**config.mk**
```make
export PLATFORM = sky130hd
export DESIGN_NAME = signmag_shiftadd_mul
export DESIGN_NICKNAME = d
export VERILOG_FILES = /design/src/rtl/smm_pkg.sv /design/src/rtl/smm_ctrl.sv /design/src/rtl/smm_addstage.sv /design/src/rtl/smm_datapath.sv /design/src/rtl/signmag_shiftadd_mul.sv
export SDC_FILE = /design/constraint.sdc
export NUM_CORES = 1
export LEC_CHECK = 0
export BUFFER_PORTS_ARGS = -buffer_cell sky130_fd_sc_hd__buf_2
export CAP_MARGIN = 30
export CORE_MARGIN = 2
export CORE_UTILIZATION = 53
export DETAILED_ROUTE_END_ITERATION = 7
export GPL_ROUTABILITY_DRIVEN = 1
export PLACE_DENSITY_LB_ADDON = 0.2
export SYNTH_ARGS = -nofsm -noshare
export SYNTH_HDL_FRONTEND = slang
export SYNTH_SLANG_ARGS = --single-unit
export TNS_END_PERCENT = 5
```
**constraint.sdc**
```tcl
create_clock -name clk -period 2.4 [get_ports clk]
set_input_delay 0.36 -clock clk [delete_from_list [all_inputs] [get_ports clk]]
set_output_delay 0.36 -clock clk [all_outputs]
set_load 0.005 [all_outputs]
```
**src/rtl/smm_pkg.sv**
```systemverilog
package smm_pkg;
  function automatic int unsigned step_cnt_width(input int unsigned n);
    return $clog2(n + 1);
  endfunction
endpackage

```
**src/rtl/smm_ctrl.sv**
```systemverilog
module smm_ctrl #(
  parameter int unsigned N = 8
) (
  input  logic clk,
  input  logic rst_n,
  input  logic start,
  output logic load,
  output logic step,
  output logic busy,
  output logic done
);
  localparam int unsigned SCW = smm_pkg::step_cnt_width(N);

  logic [SCW-1:0] steps_left;

  assign load = start & ~busy;
  assign step = busy;

  always_ff @(posedge clk or negedge rst_n) begin
    if (!rst_n) begin
      steps_left <= '0;
      busy       <= 1'b0;
      done       <= 1'b0;
    end else if (load) begin
      steps_left <= SCW'(N);
      busy       <= 1'b1;
      done       <= 1'b0;
    end else if (busy) begin
      steps_left <= steps_left - 1'b1;
      if (steps_left == SCW'(1)) begin
        busy <= 1'b0;
        done <= 1'b1;
      end
    end
  end
endmodule

```
**src/rtl/smm_addstage.sv**
```systemverilog
module smm_addstage #(
  parameter int unsigned N = 8
) (
  input  logic [N-1:0] acc,
  input  logic [N-1:0] mcand,
  input  logic [N-1:0] mplier,
  output logic [N-1:0] acc_nxt,
  output logic [N-1:0] mplier_nxt
);
  logic [N:0]   partial;
  logic         carry_e;
  logic [N-1:0] addend;

  always_comb begin
    addend  = mplier[0] ? mcand : '0;
    partial = {1'b0, acc} + {1'b0, addend};
    carry_e = partial[N];
  end

  // Shift carry:acc:mplier right by one. The carry enters the accumulator
  // MSB and the accumulator LSB enters the multiplier MSB.
  assign acc_nxt = {carry_e, partial[N-1:1]};

  generate
    if (N > 1) begin : g_wide
      assign mplier_nxt = {partial[0], mplier[N-1:1]};
    end else begin : g_one
      assign mplier_nxt = partial[0];
    end
  endgenerate
endmodule

```
**src/rtl/smm_datapath.sv**
```systemverilog
module smm_datapath #(
  parameter int unsigned N = 8
) (
  input  logic           clk,
  input  logic           rst_n,
  input  logic           load,
  input  logic           step,
  input  logic           mcand_sign,
  input  logic [N-1:0]   mcand_mag,
  input  logic           mplier_sign,
  input  logic [N-1:0]   mplier_mag,
  output logic           prod_sign,
  output logic [2*N-1:0] prod_mag
);
  logic [N-1:0] reg_b;
  logic [N-1:0] reg_a;
  logic [N-1:0] reg_q;
  logic [N-1:0] a_nxt;
  logic [N-1:0] q_nxt;
  logic         sign_a;

  smm_addstage #(.N(N)) u_add (
    .acc        (reg_a),
    .mcand      (reg_b),
    .mplier     (reg_q),
    .acc_nxt    (a_nxt),
    .mplier_nxt (q_nxt)
  );

  always_ff @(posedge clk or negedge rst_n) begin
    if (!rst_n) begin
      reg_b  <= '0;
      reg_a  <= '0;
      reg_q  <= '0;
      sign_a <= 1'b0;
    end else if (load) begin
      reg_b  <= mcand_mag;
      reg_q  <= mplier_mag;
      reg_a  <= '0;
      sign_a <= mcand_sign ^ mplier_sign;
    end else if (step) begin
      reg_a <= a_nxt;
      reg_q <= q_nxt;
    end
  end

  assign prod_mag  = {reg_a, reg_q};
  assign prod_sign = sign_a;
endmodule

```
**src/rtl/signmag_shiftadd_mul.sv**
```systemverilog
module signmag_shiftadd_mul #(
  parameter int unsigned N = 8
) (
  input  logic           clk,
  input  logic           rst_n,
  input  logic           start,
  input  logic           mcand_sign,
  input  logic [N-1:0]   mcand_mag,
  input  logic           mplier_sign,
  input  logic [N-1:0]   mplier_mag,
  output logic           busy,
  output logic           done,
  output logic           prod_sign,
  output logic [2*N-1:0] prod_mag
);
  logic load;
  logic step;

  smm_ctrl #(.N(N)) u_ctrl (
    .clk   (clk),
    .rst_n (rst_n),
    .start (start),
    .load  (load),
    .step  (step),
    .busy  (busy),
    .done  (done)
  );

  smm_datapath #(.N(N)) u_dp (
    .clk         (clk),
    .rst_n       (rst_n),
    .load        (load),
    .step        (step),
    .mcand_sign  (mcand_sign),
    .mcand_mag   (mcand_mag),
    .mplier_sign (mplier_sign),
    .mplier_mag  (mplier_mag),
    .prod_sign   (prod_sign),
    .prod_mag    (prod_mag)
  );
endmodule

```
==> results.txt, run 1 <==
Post-synthesis xor/xnor area fraction -> 0.03160
Largest cells by area after synthesis -> dfrtp_1, ha_1, mux2_2, mux2i_1, o21ai_0
Mapped Area -> 1663 µm²
Setup crit end kind -> flip-flop
Share of cells above drive strength 1 -> 0.3128
Outcome -> complete, no violations
Detailed-route via count -> 1262
WS Path Type -> flip-flop to flip-flop
Antenna Nets Post-Route -> 0
Min-Delay Path Class -> primary input to asynchronous set/reset pin
H-tree depth -> 2
Die area -> 3601 µm²
TritonCTS clock tree -> built
P per Cell Area -> 1323 nW/µm²
IO buf count -> 39
Post_cts resized -> 0
Postcts setup bufs -> 0
Sequential power share -> 0.378
Simple-gate share of the synthesized area -> 0.1226
Unrepaired setup endpoints after global routing -> false
Number of synthesized flops with an enable pin -> 0
Most frequent cells in the layout -> buf_2, dfrtp_1, o21ai_0
Met2 usage -> 0.3276
Initial core utilization -> 0.5492
Worst slew margin -> 0.5537
Post-synth top area share -> 0.4665
Multiplexer area fraction after synthesis -> 0.1159
Synth Area per Inst -> 11.01 µm²
Syn nets -> 183
Root buffer cell -> clkbuf_4
Sw power -> 1.012 mW
Most used routing layer -> met2
Antenna violations before repair -> 0
MaxCap Viol Count -> 0
Startpoint types -> flip-flop
Fin crit share -> 0.8343
Worst-path clk slew -> 0.11 ns
Hold_ws -> 0.03561 ns
Setup violators final -> 0
Post-Synth Adder-Cell Area -> 0.08728
Die outline width -> 60.01 µm
Synth Area in Compound Gates -> 0.1452
Drt wl/cell -> 13.26 µm
Worst Path Required -> 2.63 ns
Gate power share -> 0.508
Max VDD drop -> 0.5484 mV
Seq/Total Area, Yosys -> 0.4665
FMAX -> 499.4 MHz
Cell internal pwr -> 1.572 mW
Slew Limit Fails -> 0
Sink Count -> 31
M3 GR Usage -> 0.04978
Cell taking the most area after synthesis -> dfrtp_1
Total routed wirelength -> 3169 µm
Synth Warn # -> 0
Setup TNS -> 0 ns
TritonRoute pass-1 iters -> 4
CTS Hold Buffers Added -> 0
Critical Path AT -> 2.23 ns
Vias in the first global route -> 1248
Drt drc -> 0
DRT iter0 DRCs -> 38
Combinational family with the most area after synthesis -> compound AO/OA/AOI/OAI gates
CTS Buf Count -> 5
GRT overflow -> 0
Yosys reg bits -> 31
Sw frac -> 0.3917
Post-synth top flop -> dfrtp_1
Chip Height -> 60.01 µm
Final hold violations -> 0
Max Buffers Root-to-Sink -> 2
First-pass GRT wire length -> 5354 µm
Final net count -> 226
Area delta synth->final -> 17.46%
Post-synth ARST share -> 1.000
CP max FO -> 10
Leak -> 0.9681 nW
Tot GR Track Use -> 0.2017
Final min period -> 2.002 ns
DR vias/cell -> 5.280
Power share of the clock group -> 0.114
# diodes -> 0
Clk_lat worst skew -> 0.33 ns
# fillers -> 255
Post-DP HPWL -> 2389 µm
Post-Syn Instances -> 151
# rows -> 20
Worst slew pin tran -> 0.6695 ns
Synth cell types -> 36
Core Area -> 3028 µm²
Top Ports -> 40
Pin count of the biggest net entering global routing -> 32
Final setup margin -> 0.3976 ns
GPL Wtd Cong -> 0.7823
Global-route met1 utilization -> 0.2497
Pre-CTS setup slack -> 0.4179 ns
Final Skew -> 0.01392 ns
Commonest non-fill, non-tap cell in the layout -> buf_2
metal layers:
layer	part of all wire	wire length, µm
met5	0	0
met4	0.017	54
met3	0.040	128
met2	0.49	1543
met1	0.46	1442
critical path, stage by stage (launching register included):
cell and delay, ns:
dfrtp_1 0.46, and2_1 0.17, ha_1 0.21, fa_1 0.43, a21o_1 0.19, a21oi_1 0.18
xnor2_1 0.08, a22o_1 0.17
synth_stat cells, types with 2 or more instances:
library cell,n
a21oi_1,10
a22o_1,5
a22oi_1,2
and2_1,8
buf_2,2
buf_4,3
dfrtp_1,31
ha_1,10
inv_1,4
mux2_2,9
mux2i_1,8
nand2_1,11
nand3_1,2
nand3b_1,3
nor2_1,2
nor2b_1,3
nor3_1,2
nor3b_1,2
o21ai_0,13
xnor2_1,4
xor2_1,2
power by group through the flow:
stage               Clock (mW)  Sequential [mW]  Combinational (mW)
CTS                      0.306            0.978                1.33
floorplan                    0            0.965               0.951
finish                   0.295            0.976                1.31
global route             0.325             1.01                1.49
detailed placement           0            0.991                1.32
global placement             0            0.969                1.26
layout make-up:
cell class | count | area (µm²) | share of cell area
Sequential cell | 31 | 775.7 | 0.3972
Clock buffer | 6 | 41.29 | 0.02114
Clock inverter | 2 | 12.51 | 0.006406
Tap cell | 44 | 55.05 | 0.02819
Timing Repair Buffer | 42 | 217.7 | 0.1115
Multi-Input combinational cell | 110 | 835.8 | 0.4279
Inverter | 4 | 15.01 | 0.007687
kinds of logic after synthesis:
| group | count (synthesis) |
|---|---|
| muxes | 18 |
| and+or+nand+nor | 37 |
| xor gates and xnor gates | 6 |
| buffers and inverters | 10 |
| adders and majority gates | 11 |
| AOI/OAI and AO/OA | 38 |
| DFF | 31 |
path summary, 6_finish.rpt:
| kind | from | end | slack [ns] | depth (start not counted) |
|---|---|---|---|---|
| min in group clk | mcand_mag[1] | u_dp.reg_b[1] | 0.26 | 2 |
| max | u_dp.reg_q[0] | u_dp.reg_a[3] | 0.40 | 7 |
| min reg2reg | u_dp.reg_b[0] | u_dp.reg_b[0] | 0.51 | 1 |
| max in group asynchronous | rst_n | u_dp.reg_q[1] | 1.91 | 1 |
| max reg2reg | u_dp.reg_q[0] | u_dp.reg_a[3] | 0.40 | 7 |
| min | rst_n | u_ctrl.steps_left[1] | 0.04 | 1 |
through the flow:
step / total power [mW] / instance area, µm² / utilization / instances
2_1_floorplan: 1.915 / 1663 / - / 151
3_3_place_gp: 2.231 / 1899 / 0.6273 / 231
3_5_place_dp: 2.310 / 1899 / 0.6273 / 231
4_1_cts: 2.611 / 1953 / 0.6450 / 239
5_1_grt: 2.826 / 1953 / 0.6450 / 239
6_report: 2.584 / 1953 / 0.6450 / 239
flip-flops by register name (all words and copies together) (netlist names):
register           flops
u_ctrl.busy            1
u_ctrl.done            1
u_dp.reg_b             8
u_dp.reg_a             8
u_dp.reg_q             8
u_dp.prod_sign         1
u_ctrl.steps_left      4
(Power assumes the default switching activity.)
==> inputs of run 2 (changes only) <==
--- a/config.mk
+++ b/config.mk
@@ -5,6 +5,7 @@
 export SDC_FILE = /design/constraint.sdc
 export NUM_CORES = 1
 export LEC_CHECK = 0
+export ABC_AREA = 1
 export BUFFER_PORTS_ARGS = -buffer_cell sky130_fd_sc_hd__buf_2
 export CAP_MARGIN = 30
 export CORE_MARGIN = 2
==> constraint.sdc (replaced) <==
create_clock -name clk -period 1.9 [get_ports clk]
set_input_delay 0.285 -clock clk [delete_from_list [all_inputs] [get_ports clk]]
set_output_delay 0.285 -clock clk [all_outputs]
set_load 0.005 [all_outputs]
==> results.txt, run 2 <==
Outcome -> complete, no violations (unchanged)
GPL Wtd Cong -> 0.8192 (was 0.7823)
Core Area -> 3103 µm² (was 3028 µm²)
Post-synth top flop -> dfrtp_1 (unchanged)
Fin crit share -> 0.9167 (was 0.8343)
Area delta synth->final -> 17.09% (was 17.46%)
TritonRoute pass-1 iters -> 4 (unchanged)
Final hold violations -> 0 (unchanged)
CTS Buf Count -> 5 (unchanged)
Post-DP HPWL -> 2642 µm (was 2389 µm)
Sink Count -> 31 (unchanged)
Pin count of the biggest net entering global routing -> 32 (unchanged)
Tot GR Track Use -> 0.2266 (was 0.2017)
CTS Hold Buffers Added -> 1 (was 0)
Placed inst area -> 1944 µm² (was 1899 µm²)
Die outline width -> 61.35 µm (was 60.01 µm)
Max VDD drop -> 0.7985 mV (was 0.5484 mV)
Synth cell count leaders -> nand2_1, dfrtp_1, inv_1 (was dfrtp_1, o21ai_0, nand2_1)
MaxCap Viol Count -> 0 (unchanged)
Largest cells by area after synthesis -> dfrtp_1, nand2_1, ha_1, inv_1, nand3_1 (was dfrtp_1, ha_1, mux2_2, mux2i_1, o21ai_0)
Chip Height -> 61.35 µm (was 60.01 µm)
Synth Area per Inst -> 8.069 µm² (was 11.01 µm²)
Antenna violations before repair -> 0 (unchanged)
Hold_sp -> mcand_mag[7]
Slew Limit Fails -> 0 (unchanged)
Synth Warn # -> 0 (unchanged)
Worst-path clk slew -> 0.12 ns (was 0.11 ns)
Unrepaired setup endpoints after global routing -> false (unchanged)
Worst slew pin tran -> 0.6606 ns (was 0.6695 ns)
Biggest regs -> u_dp.reg_a (8), u_dp.reg_b (8), u_dp.reg_q (8) (unchanged)
H-tree depth -> 2 (unchanged)
DRT iter0 DRCs -> 61 (was 38)
Critical path startpoint -> u_dp.reg_q[0] (unchanged)
Postcts setup bufs -> 0 (unchanged)
Startpoint types -> flip-flop (unchanged)
Detailed-route via count -> 1458 (was 1262)
WS Path Type -> flip-flop to flip-flop (unchanged)
TritonCTS clock tree -> built (unchanged)
Post-synth ARST share -> 1.000 (unchanged)
Setup violators final -> 0 (unchanged)
Die area -> 3763 µm² (was 3601 µm²)
Seq/Total Area, Yosys -> 0.4451 (was 0.4665)
Share of cells above drive strength 1 -> 0.2346 (was 0.3128)
Antenna Nets Post-Route -> 0 (unchanged)
Commonest non-fill, non-tap cell in the layout -> nand2_1 (was buf_2)
Vias in the first global route -> 1354 (was 1248)
Fin area -> 2041 µm² (was 1953 µm²)
Leak -> 1.217 nW (was 0.9681 nW)
GRT overflow -> 0 (unchanged)
Final Skew -> 0.02158 ns (was 0.01392 ns)
Critical Path AT -> 2.00 ns (was 2.23 ns)
Total routed wirelength -> 3496 µm (was 3169 µm)
CP max FO -> 10 (unchanged)
Final net count -> 291 (was 226)
Syn nets -> 248 (was 183)
Root buffer cell -> clkbuf_4 (unchanged)
# rows -> 20 (unchanged)
FMAX -> 574.1 MHz (was 499.4 MHz)
Drt wl/cell -> 11.50 µm (was 13.26 µm)
Most frequent cells in the layout -> nand2_1, buf_2, dfrtp_1 (was buf_2, dfrtp_1, o21ai_0)
# diodes -> 0 (unchanged)
Post_cts resized -> 0 (unchanged)
Cell taking the most area after synthesis -> dfrtp_1 (unchanged)
Worst Path Required -> 2.16 ns (was 2.63 ns)
Count leader, synth -> nand2_1 (was dfrtp_1)
Reg2Reg Launch Point -> u_dp.reg_q[0] (unchanged)
Final min period -> 1.742 ns (was 2.002 ns)
Number of synthesized flops with an enable pin -> 0 (unchanged)
Clk_lat worst skew -> 0.35 ns (was 0.33 ns)
IO buf count -> 39 (unchanged)
Sequential cell area -> 775.7 µm² (unchanged)
Max Buffers Root-to-Sink -> 2 (unchanged)
Post-synth top area share -> 0.4451 (was 0.4665)
P per Cell Area -> 1546 nW/µm² (was 1323 nW/µm²)
Worst slew margin -> 0.5596 (was 0.5537)
Post-Syn Instances -> 216 (was 151)
Yosys reg bits -> 31 (unchanged)
Min-Delay Path Class -> primary input to flip-flop (was primary input to asynchronous set/reset pin)
First-pass GRT wire length -> 6023 µm (was 5354 µm)
Setup crit end kind -> flip-flop (unchanged)
Initial core utilization -> 0.5617 (was 0.5492)
Setup TNS -> 0 ns (unchanged)
Drt drc -> 0 (unchanged)
Synth cell types -> 28 (was 36)
Mapped Area -> 1743 µm² (was 1663 µm²)
Top Ports -> 40 (unchanged)
DR vias/cell -> 4.796 (was 5.280)
Area of the multi-input gates -> 785.8 µm² (was 835.8 µm²)
# fillers -> 305 (was 255)
run 2: changes by cell type in the layout (fill, tap and decap cells not counted), moves of 4 or more:
cell     previous run  this run
mux2i_1             8         0
o21ai_0            13         7
a22o_1              5         1
inv_1               4        25
nand2_1            11        92
and2_1              8         0
nor2_1              2         6
mux2_2              9         0
nand3_1             2        10
a21oi_1            10         4
run 2: stage by stage:
step,hold WS [ns],power (mW),std cells,setup slack (ns),utilization
after floorplan,-0.01059,2.228,216,0.1772,-
after global placement,0.3640,2.585,295,0.2152,0.6266
after detailed placement,0.3627,2.628,295,0.1612,0.6266
after CTS,0.1314,3.188,304,0.1612,0.6577
after global routing,0.1396,3.486,304,0.01068,0.6577
final,0.1433,3.155,304,0.1582,0.6577
run 2: path summary, 6_finish.rpt:
path | endpoint | slack [ns] | depth (start not counted)
max | u_dp.reg_a[7] | 0.16 | 10
min | u_dp.reg_b[7] | 0.14 | 3
max reg2reg | u_dp.reg_a[7] | 0.16 | 10
min reg2reg | u_ctrl.done | 0.49 | 1
max in group asynchronous | u_dp.reg_a[6] | 0.96 | 2
min in group asynchronous | u_dp.reg_a[2] | 0.48 | 2
run 2: critical path: stages (launching register included):
cell,delay (ns)
dfrtp_1,0.49
nand2_1,0.09
inv_1,0.04
ha_1,0.19
fa_1,0.44
nand3_2,0.12
nand3_2,0.07
nand2_1,0.07
nand2_1,0.05
nand2_1,0.06
nand2_1,0.04
run 2: routing by layer:
| metal | track usage | routed length [µm] | vias up |
|---|---|---|---|
| met5 | 0 | 0 | - |
| met4 | 0.08207 | 56 | 0 |
| met3 | 0.06933 | 156 | 5 |
| met2 | 0.3404 | 1547 | 29 |
| met1 | 0.3118 | 1737 | 658 |
| li1 | - | - | 766 |
run 2: cell families after synthesis:
group,share of synthesized area
simple gates,0.2929
buf+inv,0.1041
flops,0.4451
compound gates,0.06964
fa+ha+maj,0.08327
xor+xnor,0.005026
run 2: cell type report:
| type | instances | share of cell area |
|---|---|---|
| clock inverter | 2 | 0.01717 |
| tap | 44 | 0.02698 |
| timing repair buffer | 42 | 0.1079 |
| clock buffer | 6 | 0.02514 |
| sequential | 31 | 0.3801 |
| multi-input combinational | 151 | 0.3850 |
| inverter | 28 | 0.05763 |
run 2: power breakdown:
| part | switching, mW | leakage, nW | internal (mW) | total (mW) |
|---|---|---|---|---|
| clock | 0.240 | 0.0482 | 0.311 | 0.551 |
| combinational | 0.770 | 0.785 | 0.595 | 1.37 |
| sequential | 0.263 | 0.384 | 0.975 | 1.24 |
